===== src/rtl/spi_port.sv =====
module spi_port #(
  parameter int DW     = 8,
  parameter int RATE_W = 8,
  parameter int PSC_W  = 8,
  parameter int BUS_W  = 16
) (
  input  logic             clk,
  input  logic             rst_n,
  input  logic             bus_wr,
  input  logic [1:0]       bus_addr,
  input  logic [BUS_W-1:0] bus_wdata,
  output logic [BUS_W-1:0] bus_rdata,
  output logic             sclk_o,
  output logic             sclk_oe,
  input  logic             sclk_i,
  output logic             mosi_o,
  output logic             mosi_oe,
  input  logic             mosi_i,
  output logic             miso_o,
  output logic             miso_oe,
  input  logic             miso_i,
  output logic             ssel_n_o,
  output logic             ssel_oe,
  input  logic             ssel_n_i
);
  localparam int EDGES = 2 * DW;
  localparam int EW    = $clog2(EDGES + 1);
  localparam int BW    = $clog2(DW);
  localparam int HW    = PSC_W - 1;
  localparam logic [1:0]    A_CFG  = 2'd0;
  localparam logic [1:0]    A_CTL  = 2'd1;
  localparam logic [1:0]    A_DAT  = 2'd2;
  localparam logic [HW-1:0] H_ONE  = 1;
  localparam logic [EW-1:0] E_LAST = EW'(EDGES);
  localparam logic [BW-1:0] B_LAST = BW'(DW - 1);

  logic [RATE_W-1:0] rate_q;
  logic              cpha_q, cpol_q;
  logic              loop_q, en_q, slave_q, sod_q;
  logic [HW-1:0]     psc_q;

  logic [DW-1:0]     tx_buf, rx_data, sh_tx, sh_rx;
  logic              tx_pend;
  logic [BW-1:0]     bit_cnt;
  logic              s_first;

  logic              m_act, sclk_q;
  logic [EW-1:0]     edge_cnt;
  logic [HW-1:0]     pre_cnt;
  logic [RATE_W-1:0] scr_cnt;

  logic [2:0]        sclk_r, ssel_r;
  logic [1:0]        mosi_r;

  logic              busy;
  logic              unused_bits;

  wire [HW-1:0] pre_lim  = (psc_q == '0) ? H_ONE : psc_q;
  wire          pre_wrap = (pre_cnt == pre_lim - H_ONE);
  wire          tick     = m_act && pre_wrap && (scr_cnt == rate_q);
  wire          m_start  = en_q && !slave_q && !m_act && tx_pend;
  wire          m_edge   = tick && (edge_cnt != E_LAST);
  wire          m_end    = tick && (edge_cnt == E_LAST);

  wire          s_act    = en_q && slave_q && !ssel_r[1];
  wire          s_start  = s_act && ssel_r[2];
  wire          s_edge   = s_act && !s_start && (sclk_r[1] != sclk_r[2]);

  wire          fr_start = m_start || s_start;
  wire          ev       = slave_q ? s_edge : m_edge;
  wire          lead     = slave_q ? (sclk_r[2] == cpol_q) : (sclk_q == cpol_q);
  wire          fr_first = slave_q ? s_first : (edge_cnt == '0);
  wire          samp     = ev && (lead ^ cpha_q);
  wire          shft     = ev && !(lead ^ cpha_q) && !fr_first;
  wire          rx_in    = loop_q ? sh_tx[DW-1] : (slave_q ? mosi_r[1] : miso_i);
  wire [DW-1:0] rx_next  = {sh_rx[DW-2:0], rx_in};

  assign busy        = m_act || s_act;
  assign unused_bits = ^bus_wdata;

  always_ff @(posedge clk or negedge rst_n) begin
    if (!rst_n) begin
      rate_q  <= '0;
      cpha_q  <= 1'b0;
      cpol_q  <= 1'b0;
      loop_q  <= 1'b0;
      en_q    <= 1'b0;
      slave_q <= 1'b0;
      sod_q   <= 1'b0;
      psc_q   <= '0;
    end else if (bus_wr) begin
      case (bus_addr)
        A_CFG: begin
          rate_q <= bus_wdata[BUS_W-1 -: RATE_W];
          cpha_q <= bus_wdata[7];
          cpol_q <= bus_wdata[6];
        end
        A_CTL: begin
          loop_q <= bus_wdata[0];
          en_q   <= bus_wdata[1];
          if (!en_q) slave_q <= bus_wdata[2];
          sod_q  <= bus_wdata[3];
        end
        A_DAT: ;
        default: psc_q <= bus_wdata[PSC_W-1:1];
      endcase
    end
  end

  always_ff @(posedge clk or negedge rst_n) begin
    if (!rst_n) begin
      sclk_r <= '0;
      ssel_r <= '1;
      mosi_r <= '0;
    end else begin
      sclk_r <= {sclk_r[1:0], sclk_i};
      ssel_r <= {ssel_r[1:0], ssel_n_i};
      mosi_r <= {mosi_r[0], mosi_i};
    end
  end

  always_ff @(posedge clk or negedge rst_n) begin
    if (!rst_n) begin
      m_act    <= 1'b0;
      sclk_q   <= 1'b0;
      edge_cnt <= '0;
      pre_cnt  <= '0;
      scr_cnt  <= '0;
    end else if (!en_q || slave_q) begin
      m_act <= 1'b0;
    end else if (m_start) begin
      m_act    <= 1'b1;
      sclk_q   <= cpol_q;
      edge_cnt <= '0;
      pre_cnt  <= '0;
      scr_cnt  <= '0;
    end else if (m_act) begin
      if (pre_wrap) begin
        pre_cnt <= '0;
        scr_cnt <= (scr_cnt == rate_q) ? '0 : scr_cnt + 1'b1;
      end else begin
        pre_cnt <= pre_cnt + 1'b1;
      end
      if (m_edge) begin
        sclk_q   <= ~sclk_q;
        edge_cnt <= edge_cnt + 1'b1;
      end
      if (m_end) m_act <= 1'b0;
    end
  end

  always_ff @(posedge clk or negedge rst_n) begin
    if (!rst_n) begin
      tx_buf  <= '0;
      tx_pend <= 1'b0;
      rx_data <= '0;
      sh_tx   <= '0;
      sh_rx   <= '0;
      bit_cnt <= '0;
      s_first <= 1'b0;
    end else begin
      if (bus_wr && bus_addr == A_DAT) begin
        tx_buf  <= bus_wdata[DW-1:0];
        tx_pend <= 1'b1;
      end else if (fr_start) begin
        tx_pend <= 1'b0;
      end
      if (fr_start) begin
        sh_tx   <= tx_buf;
        sh_rx   <= '0;
        bit_cnt <= '0;
        s_first <= 1'b1;
      end else begin
        if (samp) begin
          sh_rx   <= rx_next;
          bit_cnt <= bit_cnt + 1'b1;
          if (bit_cnt == B_LAST) rx_data <= rx_next;
        end
        if (shft) sh_tx <= {sh_tx[DW-2:0], 1'b0};
        if (s_edge) s_first <= 1'b0;
      end
    end
  end

  assign sclk_o   = m_act ? sclk_q : cpol_q;
  assign ssel_n_o = !m_act;
  assign mosi_o   = sh_tx[DW-1];
  assign miso_o   = sh_tx[DW-1];
  assign sclk_oe  = en_q && !slave_q;
  assign mosi_oe  = en_q && !slave_q;
  assign ssel_oe  = en_q && !slave_q;
  assign miso_oe  = s_act && !sod_q;

  always_comb begin
    bus_rdata = '0;
    case (bus_addr)
      A_CFG: begin
        bus_rdata[BUS_W-1 -: RATE_W] = rate_q;
        bus_rdata[7] = cpha_q;
        bus_rdata[6] = cpol_q;
      end
      A_CTL:   bus_rdata[4:0] = {busy, sod_q, slave_q, en_q, loop_q};
      A_DAT:   bus_rdata[DW-1:0] = rx_data;
      default: bus_rdata[PSC_W-1:0] = {psc_q, 1'b0};
    endcase
  end
endmodule


===== config.mk =====
export PLATFORM = sky130hd
export DESIGN_NAME = spi_port
export DESIGN_NICKNAME = d
export VERILOG_FILES = /design/src/rtl/spi_port.sv
export SDC_FILE = /design/constraint.sdc
export NUM_CORES = 1
export LEC_CHECK = 0
export ABC_AREA = 1
export BUFFER_PORTS_ARGS = -buffer_cell sky130_fd_sc_hd__buf_2
export CORE_ASPECT_RATIO = 0.9
export CORE_MARGIN = 2
export CORE_UTILIZATION = 55
export DETAILED_ROUTE_END_ITERATION = 8
export PLACE_DENSITY_LB_ADDON = 0.1
export SLEW_MARGIN = 10
export SYNTH_ARGS = -nofsm -noshare
export SYNTH_HDL_FRONTEND = slang
export SYNTH_SLANG_ARGS = --single-unit

===== constraint.sdc =====
create_clock -name clk -period 2.9 [get_ports clk]
set_input_delay 0.435 -clock clk [delete_from_list [all_inputs] [get_ports clk]]
set_output_delay 0.435 -clock clk [all_outputs]
set_load 0.05 [all_outputs]

# Yosys cells after proc, flatten, opt, wreduce, memory -nomap -nowiden
# Index checks and enable logic that the tools add are counted.
[totals]
romBits = 0
memories = 0
regBits = 87
word_cells = 130
latchBits = 0
ram_bits = 0
out_inout_bits = 24
in_bits = 25
[op_classes]
div = 0
shift = 0
multipliers = 0
order_cmp = 0
mux = 38
n_eq_ne = 10
reduce_logical = 48
add_sub_neg = 5
n_bitwise = 6
[ops]
columns = ["op", "count"]
rows = [
  ["8-bit 2-to-1 mux", 7],
  ["7-bit 2-to-1 mux", 6],
  ["1-bit logical AND", 17],
  ["1-bit 2-to-1 mux", 17],
  ["5-bit 2-to-1 mux", 3],
  ["5-bit one-hot mux with 3 select lines", 1],
  ["2-bit nonzero test", 7],
  ["3-bit AND reduction", 4],
  ["8-bit by 1-bit adder with 8-bit output, second input constant", 1],
  ["8-bit == test", 1],
  ["1-bit zero test", 8],
  ["2-bit AND reduction", 4],
  ["7-bit by 1-bit adder with 7-bit output, second input constant", 1],
  ["7-bit == test", 1],
  ["7-bit zero test", 1],
  ["7-bit by 1-bit subtractor with 7-bit output, second input constant", 1],
  ["3-bit 2-to-1 mux", 2],
  ["2-bit one-hot mux with 3 select lines", 1],
  ["5-bit by 1-bit adder with 5-bit output, second input constant", 1],
  ["5-bit == test, second input constant", 1],
  ["5-bit zero test", 1],
  ["5-bit != test, second input constant", 1],
  ["1-bit NOT", 5],
  ["3-bit by 1-bit adder with 3-bit output, second input constant", 1],
  ["other kinds (11)", 14],
]

# Depth between registers and ports, before layout
[logic_depth]
word_depth = 12
mapped_depth = 19
mapped_depth_nobuf = 19

# Worst setup path before layout
# OpenSTA, ideal clock, no wires.
[synth_path]
path_type = "input-to-output"
start = "in bus_addr[0]"
end = "out bus_rdata[0]"
slack_ns = 0.639
stages = 4
arrival_ns = 1.826
path_buffers = 0
t_required_ns = 2.465
cell_sequence = "inv_1 -> nor2_1 -> inv_1 -> o21ai_0"
[synth_via]
elab_chain_len = 2
word_cells_on_any_way = 4
classes_between = "eq/ne (2); mux (1); reduce/logical (1)"
[synth_lines]
columns = ["element", "line_no", "source"]
rows = [
  ["from (decl)", "10", "input logic [1:0] bus_addr,"],
  ["2-bit == test (tied with other cells)", "196", "case (bus_addr)"],
  ["5-bit one-hot mux with 3 select lines *", "196", ""],
  ["to (decl)", "12", "output logic [BUS_W-1:0] bus_rdata,"],
]
# Mark *: on every way between the ends. The rest lies on a longest branch, timed or not.

# Final worst setup path
[layout_path]
start = "reg psc_q[5]"
end = "reg bit_cnt[2]"
[layout_via]
elab_chain_len = 10
[layout_lines]
columns = ["element", "line_no", "source"]
rows = [
  ["from (decl)", "40", "logic [HW-1:0] psc_q;"],
  ["from (signal assigned)", "105", "default: psc_q <= bus_wdata[PSC_W-1:1];"],
  ["7-bit zero test", "58", "wire [HW-1:0] pre_lim = (psc_q == '0) ? H_ONE : psc_q;"],
  ["7-bit 2-to-1 mux *", "58", ""],
  ["7-bit by 1-bit subtractor with 7-bit output *", "59", "wire pre_wrap = (pre_cnt == pre_lim - H_ONE);"],
  ["7-bit == test *", "59", ""],
  ["1-bit logical AND * (2 in a row)", "60", "wire tick = m_act && pre_wrap && (scr_cnt == rate_q);"],
  ["1-bit logical AND *", "62", "wire m_edge = tick && (edge_cnt != E_LAST);"],
  ["1-bit 2-to-1 mux *", "70", "wire ev = slave_q ? s_edge : m_edge;"],
  ["1-bit logical AND *", "73", "wire samp = ev && (lead ^ cpha_q);"],
  ["2-bit nonzero test (no line) *", "-", ""],
  ["to (signal assigned)", "176", "bit_cnt <= bit_cnt + 1'b1;"],
  ["to (decl)", "44", "logic [BW-1:0] bit_cnt;"],
]
# Marked as above.
# A chain may end at the register's enable or synchronous reset.

==> results.sh <==
export IMPL_status="completed"
export IMPL_ys_types=41
export IMPL_hold_viol_final=0
export IMPL_ys_top_cells_by_area="dfrtp_1 (47%), nand2_1 (13%), nand3_1 (5.4%)"
export IMPL_drt_pre_antenna_iters=4
export IMPL_drv_cap=0
export IMPL_final_layout_size_suffix_gt1_share_pct=16.0
export IMPL_cts_root_buf="clkbuf_8"
export IMPL_drv_slew=0
export IMPL_r2r_slack_ps=260
export IMPL_grt_pass1_wl_mm=16.4
export IMPL_clkSinkCount=87
export IMPL_whs_ps=81.4
export IMPL_syn_inst=558
export IMPL_ant_nets=0
export IMPL_yosys_area_top_type="dfrtp_1"
export IMPL_pin_count=49
export IMPL_cts_tree="done"
export IMPL_syn_to_final_growth_pct=11.3
export IMPL_fin_skew_ps=7.19
export IMPL_ys_seq_elements=87
export IMPL_fp_dieW_um=99.2
export IMPL_synth_top_area_share_pct=46.9
export IMPL_finalCritPeriodShare_pct=90.9
export IMPL_postSynthAreaPerCell_um2=8.03
export IMPL_period_minus_slack_ps=2640
export IMPL_r2r_start="psc_q[5]"
export IMPL_syn_area_mm2=0.00448
export IMPL_dp_hpwl_mm=7.53
export IMPL_track_usage_pct=23.8
export IMPL_rsz0062_at_grt="false"
export IMPL_critPathCaptureType="flop"
export IMPL_crit_required_ps=3160
export IMPL_wl_mm=10.1
export IMPL_start_util_pct=56.1
export IMPL_drt_iter0_drc=205
export IMPL_num_fill_cells=751
export IMPL_hold_buffers=0
export IMPL_finalWorstSetupSlack_ps=263
export IMPL_numCtsBuffers=9
export IMPL_fp_coreArea_mm2=0.00799
export IMPL_antenna_found_initial=0
export IMPL_synth_top_cells_by_count="nand2_1 (159), dfrtp_1 (84), inv_1 (63)"
export IMPL_drc_errors=0
export IMPL_start_kind="flop"
export IMPL_clk_pin_slew_worst_paths_ps=90
export IMPL_critPathKind="reg2reg"
export IMPL_cts_repair_resize_count=0
export IMPL_async_reset_ff_share_pct=100
export IMPL_die_area_mm2=0.00889
export IMPL_grt_overflow=0
export IMPL_dpl_worst_slack_ps=282
export IMPL_synth_most_common_cell="nand2_1"
export IMPL_finalPower_mw=3.60
export IMPL_post_drt_via_cell_ratio=5.25
export IMPL_grt_max_degree=50
export IMPL_critPathMaxFanout=19
export IMPL_postCtsSetupRepairBufs=0
export IMPL_vias=3729
export IMPL_clockBufferDepth=2
export IMPL_min_path_type="in2async"
export IMPL_timing_fmax_ghz=0.379
export IMPL_diodes=0
export IMPL_peakVddDrop_mv=0.385
export IMPL_pwr_density_cell_mw_per_mm2=721
export IMPL_synth_edff_count=0
export IMPL_insertion_delay_ps=360
export IMPL_design_area_mm2=0.00499
export IMPL_max_slew_margin_rel_pct=57.3
export IMPL_htree_levels=3
export IMPL_setup_tns_ps=0
export IMPL_grt_pass1_vias=3259
export IMPL_synth_flop_cell="dfrtp_1"
export IMPL_crit_start="psc_q[5]"
export IMPL_finalSetupViolations=0
export IMPL_yosysWarnings=0
export IMPL_io_buffers=48
export IMPL_leakagePower_nw=2.59
export IMPL_synth_nets=590
export IMPL_core_rowCount=31
export IMPL_ys_seq_area_share_pct=48.7
export IMPL_tightest_slew_ps=638
export IMPL_critPathArrivalTime_ps=2890
export IMPL_nets=638
export IMPL_place_gp_congestion=0.911
export IMPL_chipHeight_um=89.6
export IMPL_place_area_mm2=0.00478
export IMPL_wire_per_inst_um=14.2
## layer usage
| layer | vias up | track usage, % | part of all wire [%] | routed length (um) |
|---|---|---|---|---|
| met3 | 13 | 5.96 | 4.8 | 486 |
| met5 | - | 0 | 0 | 0 |
| met1 | 1745 | 33.4 | 49 | 4900 |
| met4 | 0 | 6.23 | 1.3 | 136 |
| met2 | 76 | 37.7 | 45 | 4560 |
| li1 | 1895 | - | - | - |
## power by group
group | leakage (nW) | switching [mW] | total, mW | internal (mW)
registers | 1.10 | 0.175 | 1.59 | 1.42
logic | 1.39 | 0.790 | 1.13 | 0.343
clock network | 0.0989 | 0.447 | 0.871 | 0.424
## area by class of cell
class	instances	area, um2	share of cell area [%]
flip-flops and latches	87	2180	43.7
multi-input cells	387	1930	38.6
repair buffers	54	300	6.02
inverters	67	251	5.04
clock buffers	10	138	2.76
well taps	99	124	2.48
clock inverters	6	67.6	1.35
## cells in the final DEF (no fill, tap or decap), types with 2 or more instances in the layout
master	instances
nand2_1	159
xnor2_1	6
nor2_2	4
nand4_2	2
xor2_1	6
nand4_1	13
inv_1	63
dfrtp_1	84
nand2_2	5
nor3_1	11
buf_4	6
o221ai_1	2
o21ai_0	41
nor3b_1	2
clkbuf_8	10
nand3_1	48
nand3_2	5
nor2_1	44
buf_2	47
nand2_4	2
clkinvlp_4	2
a21oi_1	15
inv_2	3
o211ai_1	4
ha_1	7
dfstp_2	3
## state kept, by name (all words and copies together) (netlist names), 2 cells and up
| signal | flops |
|---|---|
| bit_cnt | 3 |
| edge_cnt | 5 |
| mosi_r | 2 |
| pre_cnt | 7 |
| psc_q | 7 |
| rate_q | 8 |
| rx_data | 8 |
| sclk_r | 3 |
| scr_cnt | 8 |
| sh_rx | 7 |
| sh_tx | 8 |
| ssel_r | 3 |
| tx_buf | 8 |
## worst max-delay path, stage by stage, from the launching register on
cell      delay, ps
dfrtp_1         430
nor2_2          190
nand3_2         110
nand2_2          80
inv_2            60
ha_1            230
nand2_1          90
nand2_1          60
nand2_1          50
nand2_1          60
nor2_2           90
nand3_2         100
nor2_4          110
nand4_2         140
o21bai_4        190
buf_4           260
nand2_4         120
nand3_1         100
nand2_1          60
## worst paths after layout
| check | depth (start not counted) | endpoint |
|---|---|---|
| hold reg to reg | 0 | mosi_r[1] |
| setup / recovery | 18 | bit_cnt[2] |
| max in group asynchronous | 2 | ssel_r[2] |
| setup reg to reg | 18 | bit_cnt[2] |
| min in group clk | 1 | ssel_r[0] |
| hold / removal | 1 | tx_buf[2] |
## cell families (layout without fill, tap and decap cells)
| kind of cell | after synthesis | in the layout | synth area share (%) |
|---|---|---|---|
| xor+xnor | 12 | 12 | 2.35 |
| compound gates | 69 | 69 | 8.71 |
| fa+ha+maj | 7 | 7 | 1.95 |
| buf+inv | 84 | 137 | 8.37 |
| simple gates | 299 | 299 | 30.0 |
| flops | 87 | 87 | 48.7 |
## metrics by stage
stage	utilization, %	instances
after CTS	62.4	710
after floorplan	-	558
after detailed placement	59.8	694
after global placement	59.8	694
after global routing	62.4	710
final	62.4	710
(Power assumes the default switching activity.)
